--- config.mk ---
export PLATFORM = sky130hd
export DESIGN_NAME = nco_hop_top
export DESIGN_NICKNAME = d
export VERILOG_FILES = /design/src/rtl/nco_pkg.sv /design/src/rtl/nco_inc_bank.sv /design/src/rtl/nco_phase_acc.sv /design/src/rtl/nco_sine_rom.sv /design/src/rtl/nco_hop_top.sv
export SDC_FILE = /design/constraint.sdc
export NUM_CORES = 1
export LEC_CHECK = 0
export BUFFER_PORTS_ARGS = -buffer_cell sky130_fd_sc_hd__clkbuf_2
export CAP_MARGIN = 0
export CORE_MARGIN = 10
export CORE_UTILIZATION = 48
export DETAILED_ROUTE_END_ITERATION = 8
export PLACE_DENSITY_LB_ADDON = 0.08
export SKIP_CTS_REPAIR_TIMING = 1
export SLEW_MARGIN = 15
export SYNTH_ARGS = -nofsm -noshare
export SYNTH_HDL_FRONTEND = slang
export SYNTH_SLANG_ARGS = --single-unit
--- constraint.sdc ---
create_clock -name clk -period 6.8 [get_ports clk]
set_input_delay 0.68 -clock clk [delete_from_list [all_inputs] [get_ports clk]]
set_output_delay 0.68 -clock clk [all_outputs]
set_load 0.03 [all_outputs]
--- src/rtl/nco_pkg.sv ---
// Shared helpers for the banked oscillator.
// Assumes table sizes of at most 2^12 entries, so 64-bit intermediates never overflow.
package nco_pkg;

    // Number of clock edges from input sampling to output register.
    localparam int NCO_LATENCY = 4;

    // Integer approximation of amp*sin(2*pi*k/2^aw), rational form, error below 4 LSB.
    function automatic int sine_q(input int k, input int aw, input int amp);
        longint h, p, num, den, v;
        h   = (longint'(1) << aw) / 2;
        p   = longint'(k) % h;
        num = 16 * p * (h - p);
        den = 5 * h * h - 4 * p * (h - p);
        v   = (longint'(amp) * num + den / 2) / den;
        return (longint'(k) >= h) ? -int'(v) : int'(v);
    endfunction

endpackage

--- src/rtl/nco_inc_bank.sv ---
// Banked phase-step store: register port A (read/write), accumulator port B (read).
// Assumes software never writes the bank that port B is currently reading.
module nco_inc_bank #(
    parameter int NUM_CH    = 4,
    parameter int NUM_BANKS = 3,
    parameter int ACC_W     = 16,
    parameter int REG_AW    = 4,
    parameter int CH_W      = 2,
    parameter int BANK_W    = 2,
    localparam int INC_W    = ACC_W + 2,
    localparam int DEPTH    = NUM_BANKS * NUM_CH,
    localparam int IDX_W    = (DEPTH > 1) ? $clog2(DEPTH) : 1
) (
    input  logic              clk,
    input  logic              rst_n,
    input  logic              reg_req,
    input  logic              reg_write,
    input  logic [REG_AW-1:0] reg_addr,
    input  logic [INC_W-1:0]  reg_wdata,
    output logic [INC_W-1:0]  reg_rdata,
    output logic              reg_rvalid,
    input  logic [BANK_W-1:0] rd_bank,
    input  logic [CH_W-1:0]   rd_ch,
    output logic [INC_W-1:0]  rd_inc
);

    logic [DEPTH-1:0][INC_W-1:0] mem;
    logic                        a_hit;
    logic [IDX_W-1:0]            a_idx;
    logic [IDX_W-1:0]            b_idx;

    // Decode the register address and the bank/channel fetch address.
    always_comb begin
        a_hit = int'(reg_addr) < DEPTH;
        a_idx = IDX_W'(reg_addr);
        b_idx = IDX_W'(int'(rd_bank) * NUM_CH + int'(rd_ch));
    end

    // Store register writes that land inside the map.
    always_ff @(posedge clk) begin
        if (!rst_n)
            mem <= '0;
        else if (reg_req && reg_write && a_hit)
            mem[a_idx] <= reg_wdata;
    end

    // Register-port read: one cycle of latency, zero outside the map.
    always_ff @(posedge clk) begin
        if (!rst_n) begin
            reg_rdata  <= '0;
            reg_rvalid <= 1'b0;
        end else begin
            reg_rvalid <= reg_req && !reg_write;
            if (reg_req && !reg_write)
                reg_rdata <= a_hit ? mem[a_idx] : '0;
        end
    end

    // Accumulator-port fetch of the active bank's step.
    always_ff @(posedge clk) begin
        if (!rst_n)
            rd_inc <= '0;
        else
            rd_inc <= mem[b_idx];
    end

    AST_RVALID_FROM_READ: assert property (@(posedge clk) disable iff (!rst_n)
        reg_rvalid |-> $past(reg_req && !reg_write));

    AST_STORE_ONLY_ON_WRITE: assert property (@(posedge clk) disable iff (!rst_n)
        !(reg_req && reg_write) |=> $stable(mem));

endmodule

--- src/rtl/nco_phase_acc.sv ---
// Per-channel phase accumulators and offsets; produces the table index and inversion flags.
// Assumes at most one sample per cycle; same-channel samples may follow back to back.
module nco_phase_acc #(
    parameter int NUM_CH = 4,
    parameter int ACC_W  = 16,
    parameter int LUT_AW = 8,
    parameter int CH_W   = 2,
    localparam int INC_W = ACC_W + 2
) (
    input  logic              clk,
    input  logic              rst_n,
    input  logic              in_valid,
    input  logic [CH_W-1:0]   in_ch,
    input  logic [INC_W-1:0]  in_inc,
    input  logic              in_sync,
    input  logic [ACC_W-1:0]  in_phase,
    output logic [LUT_AW-1:0] lut_idx,
    output logic              inv_sin,
    output logic              inv_cos
);

    logic [NUM_CH-1:0][ACC_W-1:0] acc;
    logic [NUM_CH-1:0][ACC_W-1:0] off;
    logic [ACC_W-1:0]             base;
    logic [ACC_W-1:0]             ofs;
    logic [ACC_W-1:0]             sum;

    // Pick the starting phase and offset, honouring a sync restart.
    always_comb begin
        base = in_sync ? '0 : acc[in_ch];
        ofs  = in_sync ? in_phase : off[in_ch];
        sum  = base + ofs;
    end

    // Advance the addressed channel only on a valid sample.
    always_ff @(posedge clk) begin
        if (!rst_n) begin
            acc <= '0;
            off <= '0;
        end else if (in_valid) begin
            acc[in_ch] <= base + in_inc[ACC_W-1:0];
            off[in_ch] <= ofs;
        end
    end

    // Register the table index and the inversion flags of this sample.
    always_ff @(posedge clk) begin
        if (!rst_n) begin
            lut_idx <= '0;
            inv_sin <= 1'b0;
            inv_cos <= 1'b0;
        end else begin
            lut_idx <= sum[ACC_W-1 -: LUT_AW];
            inv_sin <= in_inc[ACC_W];
            inv_cos <= in_inc[ACC_W+1];
        end
    end

    AST_IDLE_HOLDS_PHASE: assert property (@(posedge clk) disable iff (!rst_n)
        !in_valid |=> ($stable(acc) && $stable(off)));

    AST_SYNC_RESTARTS: assert property (@(posedge clk) disable iff (!rst_n)
        (in_valid && in_sync) |=> (acc[$past(in_ch)] == $past(in_inc[ACC_W-1:0])));

endmodule

--- src/rtl/nco_sine_rom.sv ---
// Full-wave sine table computed at elaboration; two registered reads (sine, quarter-shifted cosine).
// Assumes LUT_AW >= 2 so that a quarter turn is a whole number of entries.
module nco_sine_rom
    import nco_pkg::*;
#(
    parameter int LUT_AW = 8,
    parameter int OUT_W  = 12,
    localparam int N     = 1 << LUT_AW,
    localparam int AMP   = (1 << (OUT_W - 1)) - 1
) (
    input  logic                    clk,
    input  logic                    rst_n,
    input  logic [LUT_AW-1:0]       idx,
    output logic signed [OUT_W-1:0] sin_raw,
    output logic signed [OUT_W-1:0] cos_raw
);

    logic signed [OUT_W-1:0] rom_q [N];
    logic [LUT_AW-1:0]       cos_idx;

    for (genvar k = 0; k < N; k++) begin : g_rom
        localparam logic signed [OUT_W-1:0] VAL = OUT_W'(sine_q(k, LUT_AW, AMP));
        assign rom_q[k] = VAL;
    end

    // Cosine is the sine a quarter turn ahead.
    always_comb cos_idx = idx + LUT_AW'(N / 4);

    // Registered table reads.
    always_ff @(posedge clk) begin
        if (!rst_n) begin
            sin_raw <= '0;
            cos_raw <= '0;
        end else begin
            sin_raw <= rom_q[idx];
            cos_raw <= rom_q[cos_idx];
        end
    end

endmodule

--- src/rtl/nco_hop_top.sv ---
// Banked frequency-hopping oscillator top: clamps the bank, aligns tags with the 4-stage datapath.
// Assumes software writes only banks other than the one on in_bank.
module nco_hop_top
    import nco_pkg::*;
#(
    parameter int NUM_CH    = 4,
    parameter int NUM_BANKS = 3,
    parameter int ACC_W     = 16,
    parameter int LUT_AW    = 8,
    parameter int OUT_W     = 12,
    parameter int REG_AW    = 4,
    localparam int INC_W    = ACC_W + 2,
    localparam int CH_W     = (NUM_CH > 1) ? $clog2(NUM_CH) : 1,
    localparam int BANK_W   = (NUM_BANKS > 1) ? $clog2(NUM_BANKS) : 1
) (
    input  logic                    clk,
    input  logic                    rst_n,
    input  logic                    in_valid,
    input  logic [CH_W-1:0]         in_ch,
    input  logic [BANK_W-1:0]       in_bank,
    input  logic                    in_sync,
    input  logic [ACC_W-1:0]        in_phase,
    input  logic                    reg_req,
    input  logic                    reg_write,
    input  logic [REG_AW-1:0]       reg_addr,
    input  logic [INC_W-1:0]        reg_wdata,
    output logic [INC_W-1:0]        reg_rdata,
    output logic                    reg_rvalid,
    output logic                    out_valid,
    output logic [CH_W-1:0]         out_ch,
    output logic [BANK_W-1:0]       out_bank,
    output logic signed [OUT_W-1:0] out_sin,
    output logic signed [OUT_W-1:0] out_cos
);

    logic [BANK_W-1:0]       bank_c;
    logic                    s1_valid, s1_sync;
    logic [CH_W-1:0]         s1_ch;
    logic [BANK_W-1:0]       s1_bank;
    logic [ACC_W-1:0]        s1_phase;
    logic [INC_W-1:0]        s1_inc;
    logic [LUT_AW-1:0]       lut_idx;
    logic                    inv2_sin, inv2_cos, inv3_sin, inv3_cos;
    logic                    t2_valid, t3_valid;
    logic [CH_W-1:0]         t2_ch, t3_ch;
    logic [BANK_W-1:0]       t2_bank, t3_bank;
    logic signed [OUT_W-1:0] sin_raw, cos_raw;
    logic [2:0]              lat_cnt;

    // Clamp an out-of-range bank index to the last bank.
    always_comb bank_c = (int'(in_bank) >= NUM_BANKS) ? BANK_W'(NUM_BANKS - 1) : in_bank;

    nco_inc_bank #(
        .NUM_CH(NUM_CH), .NUM_BANKS(NUM_BANKS), .ACC_W(ACC_W),
        .REG_AW(REG_AW), .CH_W(CH_W), .BANK_W(BANK_W)
    ) u_bank (
        .clk(clk), .rst_n(rst_n),
        .reg_req(reg_req), .reg_write(reg_write), .reg_addr(reg_addr),
        .reg_wdata(reg_wdata), .reg_rdata(reg_rdata), .reg_rvalid(reg_rvalid),
        .rd_bank(bank_c), .rd_ch(in_ch), .rd_inc(s1_inc)
    );

    // Stage 1: capture the sample alongside the step fetch.
    always_ff @(posedge clk) begin
        if (!rst_n) begin
            s1_valid <= 1'b0; s1_sync <= 1'b0; s1_ch <= '0; s1_bank <= '0; s1_phase <= '0;
        end else begin
            s1_valid <= in_valid; s1_sync <= in_sync; s1_ch <= in_ch;
            s1_bank  <= bank_c;   s1_phase <= in_phase;
        end
    end

    nco_phase_acc #(
        .NUM_CH(NUM_CH), .ACC_W(ACC_W), .LUT_AW(LUT_AW), .CH_W(CH_W)
    ) u_acc (
        .clk(clk), .rst_n(rst_n),
        .in_valid(s1_valid), .in_ch(s1_ch), .in_inc(s1_inc),
        .in_sync(s1_sync), .in_phase(s1_phase),
        .lut_idx(lut_idx), .inv_sin(inv2_sin), .inv_cos(inv2_cos)
    );

    nco_sine_rom #(.LUT_AW(LUT_AW), .OUT_W(OUT_W)) u_rom (
        .clk(clk), .rst_n(rst_n), .idx(lut_idx), .sin_raw(sin_raw), .cos_raw(cos_raw)
    );

    // Stages 2-3: carry the tags and inversion flags beside the datapath.
    always_ff @(posedge clk) begin
        if (!rst_n) begin
            t2_valid <= 1'b0; t2_ch <= '0; t2_bank <= '0;
            t3_valid <= 1'b0; t3_ch <= '0; t3_bank <= '0;
            inv3_sin <= 1'b0; inv3_cos <= 1'b0;
        end else begin
            t2_valid <= s1_valid; t2_ch <= s1_ch; t2_bank <= s1_bank;
            t3_valid <= t2_valid; t3_ch <= t2_ch; t3_bank <= t2_bank;
            inv3_sin <= inv2_sin; inv3_cos <= inv2_cos;
        end
    end

    // Stage 4: apply inversions and register the outputs.
    always_ff @(posedge clk) begin
        if (!rst_n) begin
            out_valid <= 1'b0; out_ch <= '0; out_bank <= '0; out_sin <= '0; out_cos <= '0;
        end else begin
            out_valid <= t3_valid; out_ch <= t3_ch; out_bank <= t3_bank;
            out_sin   <= inv3_sin ? -sin_raw : sin_raw;
            out_cos   <= inv3_cos ? -cos_raw : cos_raw;
        end
    end

    // Edges since reset, saturating at the pipeline depth (qualifies the latency checks).
    always_ff @(posedge clk) begin
        if (!rst_n)
            lat_cnt <= '0;
        else if (int'(lat_cnt) < NCO_LATENCY)
            lat_cnt <= lat_cnt + 3'd1;
    end

    AST_OUT_LATENCY: assert property (@(posedge clk) disable iff (!rst_n)
        (lat_cnt == 3'd4) |-> (out_valid == $past(in_valid, 4)));

    AST_OUT_CH_TAG: assert property (@(posedge clk) disable iff (!rst_n)
        (lat_cnt == 3'd4 && out_valid) |-> (out_ch == $past(in_ch, 4)));

    AST_BANK_IN_RANGE: assert property (@(posedge clk) disable iff (!rst_n)
        out_valid |-> (int'(out_bank) < NUM_BANKS));

endmodule

==> results.ini, run 1 <==
[routing]
ant_nets=0
drt-initial-drc-count=1861
dr.pass1.iters=6
num_vias=21100
drc_errors=0
viasPerCell=5.99
wl_per_cell_um=21.6
routed_wirelength_um=76200

[critical_path]
r2r_setup_slack_ns=2.74
crit_required_ns=7.28
critical_path_class=flip-flop to flip-flop
crit_fanout=40
startpoint_type=flip-flop
endpoint_kind=flip-flop
arrival_ns=4.54

[logic_synthesis]
synth_edf_count=0
async_flop_share_pct=0
ys.flop_type=dfxtp_1
syn_area_um2=24700
syn-instance-count=2873
synth-seq-cells=478
avgSynthCellArea_um2=8.59
synth.distinct_cells=83
syn_nets=2965
yosysWarnings=0
ys_seq_area_share_pct=38.8

[final_layout]
final_core_util_pct=53.3
fillers=4803
drive_gt1_share_pct=14.4
syn_to_final_growth_pct=10.2
nNetsFinal=2898

[floorplan]
die_y_um=247
floorplan.initialDensity_pct=48.3
die-area_um2=60900
num_rows=83
die_x_um=247
ios=96
core_um2=51100

[global_routing]
grt_pass1_wl_um=119000
gr-total-overflow=0
first_global_vias=20500
grt_use_total_pct=24.7
antenna_found_initial=1
grt_start_max_net_pins=208

[timing]
max_clock_freq_ghz=0.246
slew_violations=0
maxSlewHeadroom_pct=17.6
hold_violations=0
period_share_pct=59.7
fin_skew_ns=0.0229
tns_ns=0
min_period_ns=4.06
rsz0062_at_grt=false
tightest_slew_ns=1.24
setup-violations-final=0

[outcome]
status=finished clean

[min_path]
hold_class=input pin to flip-flop

[power_and_ir_drop]
cellPowerDensity_nw_per_um2=250
leakagePower_nw=9.71
ir_worst_vdd_v=0.000183

[cts]
cts_made_buffers=52
root_buffer=clkbuf_16
cts_tree=yes
clock_latency_ns=0.61
clock-sinks=478
cts_max_level=2
cts_max_path_buffers=3
path_clk_slew_ns=0.06

[placement]
gp_congestion=0.916
hpwl_um=48500
numPortBuffers=95

[run]
max_cap_violations=0

[power breakdown]
group / total [mW] / switching, mW / leakage [nW] / internal [mW]
Sequential: 2.95 / 0.0664 / 3.88 / 2.89
Clock: 2.97 / 1.19 / 0.912 / 1.79
Combinational: 0.865 / 0.568 / 4.92 / 0.297
[registers in the layout (all words and copies together), names as in the netlist, 2 cells and up]
name and count:
s1_phase 16, out_cos 12, out_ch 2, t3_bank 2
s1_ch 2, u_acc.off 64, u_bank.reg_rdata 18, u_acc.lut_idx 8
t3_ch 2, u_bank.rd_inc 18, u_acc.acc 64, t2_bank 2
out_sin 12, u_rom.sin_raw 12, s1_bank 2, u_rom.cos_raw 12
out_bank 2, t2_ch 2, u_bank.mem 216
[path summary, 6_finish.rpt]
| check | startpoint | to | cells after the start |
|---|---|---|---|
| max | s1_ch[0] | u_acc.acc[62] | 12 |
| min | in_phase[1] | s1_phase[1] | 2 |
| max reg2reg | s1_ch[0] | u_acc.acc[62] | 12 |
| min reg2reg | t3_valid | out_valid | 1 |
[logic make-up (layout without fill, tap and decap cells)]
logic type | count (synthesis) | after routing | share of synthesized area (%)
AO/OA/AOI/OAI | 723 | 723 | 18.0
XOR/XNOR | 42 | 42 | 1.49
adder cells (fa/ha/maj) | 44 | 44 | 2.26
multiplexers | 219 | 219 | 16.4
AND/OR/NAND/NOR | 1084 | 1084 | 18.6
buffers and inverters | 283 | 258 | 4.52
other | 0 | 1 | 0
flip-flops | 478 | 478 | 38.8
[layout by cell type, fill, tap and decap left out, drive strengths merged, types with 6 or more instances in the layout]
cell | netlist | routed
and2 | 61 | 61
xnor2 | 12 | 12
dfxtp | 478 | 478
o21a | 8 | 8
nor2 | 252 | 252
o31ai | 15 | 15
nor2b | 25 | 25
a21o | 14 | 14
o211ai | 29 | 29
a31oi | 13 | 13
o22ai | 6 | 6
clkinv | 1 | 13
buf | 59 | 36
o311ai | 8 | 8
a21oi | 330 | 330
o21ai | 123 | 123
nand2b | 25 | 25
ha | 43 | 43
a311oi | 9 | 9
mux2i | 67 | 67
nor3b | 7 | 7
nor3 | 35 | 35
or3 | 8 | 8
mux4 | 148 | 148
and3 | 6 | 6
nand3 | 43 | 43
xor2 | 30 | 30
inv | 33 | 35
or2 | 10 | 10
a211oi | 111 | 111
nand2 | 596 | 596
clkbuf | 190 | 168
[synthesized netlist by cell type (4+ instances only)]
| cell | instances | area (µm²) |
|---|---|---|
| a21o_1 | 14 | 105 |
| and3_1 | 6 | 37.5 |
| o21ai_1 | 31 | 155 |
| nand2b_1 | 25 | 156 |
| a21oi_1 | 328 | 1640 |
| a211oi_1 | 110 | 826 |
| a22oi_1 | 4 | 30.0 |
| and2_1 | 59 | 369 |
| nor3_1 | 35 | 175 |
| nor3b_1 | 7 | 52.6 |
| xnor2_1 | 12 | 105 |
| nand3b_1 | 5 | 37.5 |
| a311oi_1 | 9 | 78.8 |
| o31a_1 | 4 | 35.0 |
| o21ai_0 | 92 | 460 |
| o31ai_1 | 14 | 105 |
| mux4_2 | 148 | 3330 |
| mux2i_1 | 67 | 671 |
| or3_1 | 8 | 50.1 |
| a311o_1 | 4 | 40.0 |
| o21a_1 | 8 | 60.1 |
| o311ai_0 | 7 | 61.3 |
| clkbuf_1 | 189 | 709 |
| a31oi_1 | 13 | 81.3 |
| or2_2 | 9 | 56.3 |
| or4_1 | 4 | 30.0 |
| nor2b_1 | 25 | 156 |
| o211ai_1 | 28 | 210 |
| nand2_1 | 596 | 2240 |
| a211o_1 | 4 | 35.0 |
| nor2_1 | 251 | 942 |
| o22ai_1 | 6 | 37.5 |
| o311a_1 | 4 | 40.0 |
| inv_1 | 32 | 120 |
| nand3_1 | 43 | 215 |
| dfxtp_1 | 478 | 9570 |
| buf_2 | 27 | 135 |
| buf_1 | 30 | 113 |
| ha_1 | 43 | 538 |
| xor2_1 | 30 | 263 |
[per-stage QoR]
stage | hold WS (ns) | cell area, µm² | cells | setup slack (ns) | total power [mW]
after floorplan | 0.412 | 24700 | 2873 | 3.31 | 3.62
after global placement | 0.413 | 25400 | 3432 | 2.78 | 3.86
after detailed placement | 0.419 | 25400 | 3432 | 2.71 | 3.87
after CTS | 0.249 | 27200 | 3528 | 2.68 | 6.84
after global routing | 0.271 | 27200 | 3529 | 2.47 | 7.05
final | 0.279 | 27200 | 3529 | 2.74 | 6.79
[per-layer routing]
layer	vias to the layer above	track usage, %	part of all wire [%]
li1	10000	-	-
met1	10200	31.9	42
met2	749	40.5	47
met3	186	3.41	6.2
met4	0	11.6	4.6
met5	-	0	0
[worst max-delay path: stages, from the launching register on]
cell and delay (ns):
dfxtp_2 0.32, buf_4 0.58, mux4_2 0.60, and2_1 0.17, ha_1 0.21, fa_1 0.47
o211ai_1 0.25, o221ai_2 0.19, o41ai_4 0.32, o31a_1 0.21, a21oi_2 0.12, nor3b_1 0.17
a311o_1 0.34
[area by class of cell]
| class | instances | area, µm² | share of cell area (%) |
|---|---|---|---|
| well taps | 680 | 851 | 3.13 |
| clock buffers | 76 | 1600 | 5.90 |
| multi-input cells | 2112 | 14100 | 51.7 |
| inverters | 34 | 135 | 0.497 |
| clock inverters | 20 | 224 | 0.823 |
| repair buffers | 128 | 741 | 2.72 |
| diodes | 1 | 2.50 | 0.00920 |
| flip-flops and latches | 478 | 9580 | 35.2 |
No activity file was read; power rests on OpenSTA's default activity.
==> run 2: changes to the inputs <==
Settings changed: ABC_AREA set to 1.
Clock period 6.8 ns to 3.7 ns, I/O delays scaled along.
==> run 2 against run 1 <==
The run now ends with hold timing left. Power is 88% higher. Largest cell class unchanged. Combinational power is 120% higher. Worst setup slack worse by 2.3 ns. Clock power is 83% higher. Final cell count is 25% higher. Sequential cell count stayed put. Register-to-register slack worse by 2.3 ns. Non-clock buffer count is 67 higher.
==> results.ini, run 2 <==
[min_path]
hold_class=input pin to flip-flop

[logic_synthesis]
synth_area_leader_cell=dfxtp_1
synth_simple_gate_area_share_pct=21.0
syn_area_um2=24700
async_flop_share_pct=0
synth_xor_area_share_pct=0.177
avgSynthCellArea_um2=6.72
synth_top_family_by_area=compound AO/OA/AOI/OAI gates
synth.distinct_cells=52
ys_seq_area_share_pct=38.7
synth_area_leaders=dfxtp_1 (39%), o21ai_0 (11%), nor2_1 (8.7%)
synth-seq-cells=478
synth_top_area_share_pct=38.7
synth_edf_count=0
muxShareOfSynthArea_pct=0.0405
ys.flop_type=dfxtp_1
synth_compound_area_share_pct=28.1
yosysWarnings=0
synthAdderAreaFrac_pct=2.26
yosysMostFrequentCell=nor2_1
synth_common_cells=nor2_1 (573), o21ai_0 (566), nand2_1 (488), dfxtp_1 (478), a21oi_1 (363)
syn-instance-count=3678
syn_nets=3770

[global_routing]
antenna_found_initial=1
grt_start_max_net_pins=256
gr-total-overflow=0
grt_use_total_pct=29.4
grt_pass1_wl_um=142000
first_global_vias=24700

[placement]
hpwl_um=60400
numPortBuffers=95
gp_congestion=0.999
place_inst=4302

[cts]
cts_tree=yes
path_clk_slew_ns=0.06
clock_latency_ns=0.63
cts_max_level=2
clock-sinks=478
root_buffer=clkbuf_16
cts_max_path_buffers=3
cts_made_buffers=52

[power_and_ir_drop]
ir_worst_vdd_v=0.000592
sw_frac_of_total_pct=29.0
pwr-share-comb_pct=14.8
cellPowerDensity_nw_per_um2=459
leakagePower_nw=12.2
p_switching_mw=3.70
clock_power_share_pct=42.6
internal_power_mw=9.05
seq_power_share_pct=42.6

[final_layout]
nNetsFinal=3774
syn_to_final_growth_pct=12.3
final_cell_mix=nor2_1 (568), o21ai_0 (566), nand2_1 (488)
top_regs=u_bank.mem: 216 flops, u_acc.acc: 64 flops, u_acc.off: 64 flops
antenna_cells=0
drive_gt1_share_pct=8.80
final_cells=4398
regMostFlops=u_bank.mem
final_common_cell=nor2_1
largest_reg_flops=216
final_core_util_pct=54.3

[floorplan]
core_um2=51100
floorplan.initialDensity_pct=48.4
die_y_um=247
num_rows=83
ios=96
die_x_um=247
die-area_um2=61000

[timing]
tightest_slew_ns=1.21
period_share_pct=89.3
tns_ns=0
setup-violations-final=0
maxSlewHeadroom_pct=19.3
fin_skew_ns=0.0610
worst_hold_slack_ns=-0.0338
min_period_ns=3.31
max_clock_freq_ghz=0.303
hold_violations=5
rsz0062_at_grt=false
slew_violations=0

[critical_path]
startpoint_type=flip-flop
arrival_ns=3.80
r2r_setup_slack_ns=0.39
critical_path_class=flip-flop to flip-flop
crit_fanout=12
crit_required_ns=4.19
endpoint_kind=flip-flop

[routing]
viasPerCell=5.96
dr.pass1.iters=8
num_vias=26200
drc_errors=0
ant_nets=0
drt-initial-drc-count=3327
wl_per_cell_um=21.1
routed_wirelength_um=92700

[outcome]
violations=hold timing
status=finished, violations left

[run]
max_cap_violations=0

==> run 2: changes by cell type after synthesis, moves of 101 or more <==
cell,delta
a211oi_1,-105
a22oi_1,+139
inv_1,+320
mux4_2,-148
nand2_1,-108
nand3_1,+101
nor2_1,+322
o21ai_0,+474
==> run 2: power by group through the flow <==
| stage | clock, mW | combinational [mW] | sequential, mW |
|---|---|---|---|
| after CTS | 5.49 | 1.84 | 5.43 |
| final | 5.43 | 1.89 | 5.43 |
| after floorplan | 0 | 1.13 | 5.55 |
| after global placement | 0 | 1.83 | 5.54 |
| after detailed placement | 0 | 1.83 | 5.54 |
| after global routing | 5.72 | 2.05 | 5.44 |
==> run 2: kinds of logic after synthesis <==
kind of cell / Yosys count
compound gates: 1237
xor+xnor: 5
fa+ha+maj: 44
buf+inv: 623
flops: 478
mux: 1
simple gates: 1290
==> run 2: metrics by stage <==
stage               setup slack, ns  power, mW  instance area, µm²
detailed placement            0.443       7.37               25900
global placement              0.509       7.37               25900
floorplan                     0.914       6.68               24700
finish                        0.394       12.7               27800
global route                 0.0297       13.2               27800
CTS                           0.427       12.8               27700
==> run 2: per-layer routing <==
| layer | share of wire, % | track usage [%] | vias up |
|---|---|---|---|
| met5 | 0.014 | 0 | - |
| met4 | 4.7 | 14.3 | 2 |
| met2 | 46 | 47.9 | 1338 |
| met1 | 42 | 37.4 | 12300 |
| li1 | - | - | 12300 |
| met3 | 7.7 | 4.40 | 292 |
==> run 2: worst paths after layout <==
kind / to / start / depth (start not counted)
max: u_acc.acc[29] / s1_ch[0] / 16
min: s1_phase[4] / in_phase[4] / 3
max reg2reg: u_acc.acc[29] / s1_ch[0] / 16
min reg2reg: out_valid / t3_valid / 2
==> run 2: critical path: stages (launching register included) <==
cell and delay [ns]:
dfxtp_1 0.57, nor2_2 0.09, inv_1 0.44, o22ai_1 0.15, a221oi_1 0.24, nor2_1 0.14
ha_1 0.35, nand2_1 0.16, inv_1 0.07, a21oi_1 0.26, o21ai_0 0.12, a21oi_1 0.21
nand2_1 0.09, nand2_1 0.12, nand3_1 0.09, nand2_1 0.08, inv_1 0.03
==> run 2: cell type report <==
cell class | count | area [µm²]
well taps | 680 | 851
flip-flops and latches | 478 | 9570
fillers | 5107 | 23300
repair buffers | 195 | 1350
multi-input cells | 2577 | 12800
inverters | 378 | 1430
clock inverters | 30 | 399
clock buffers | 60 | 1390
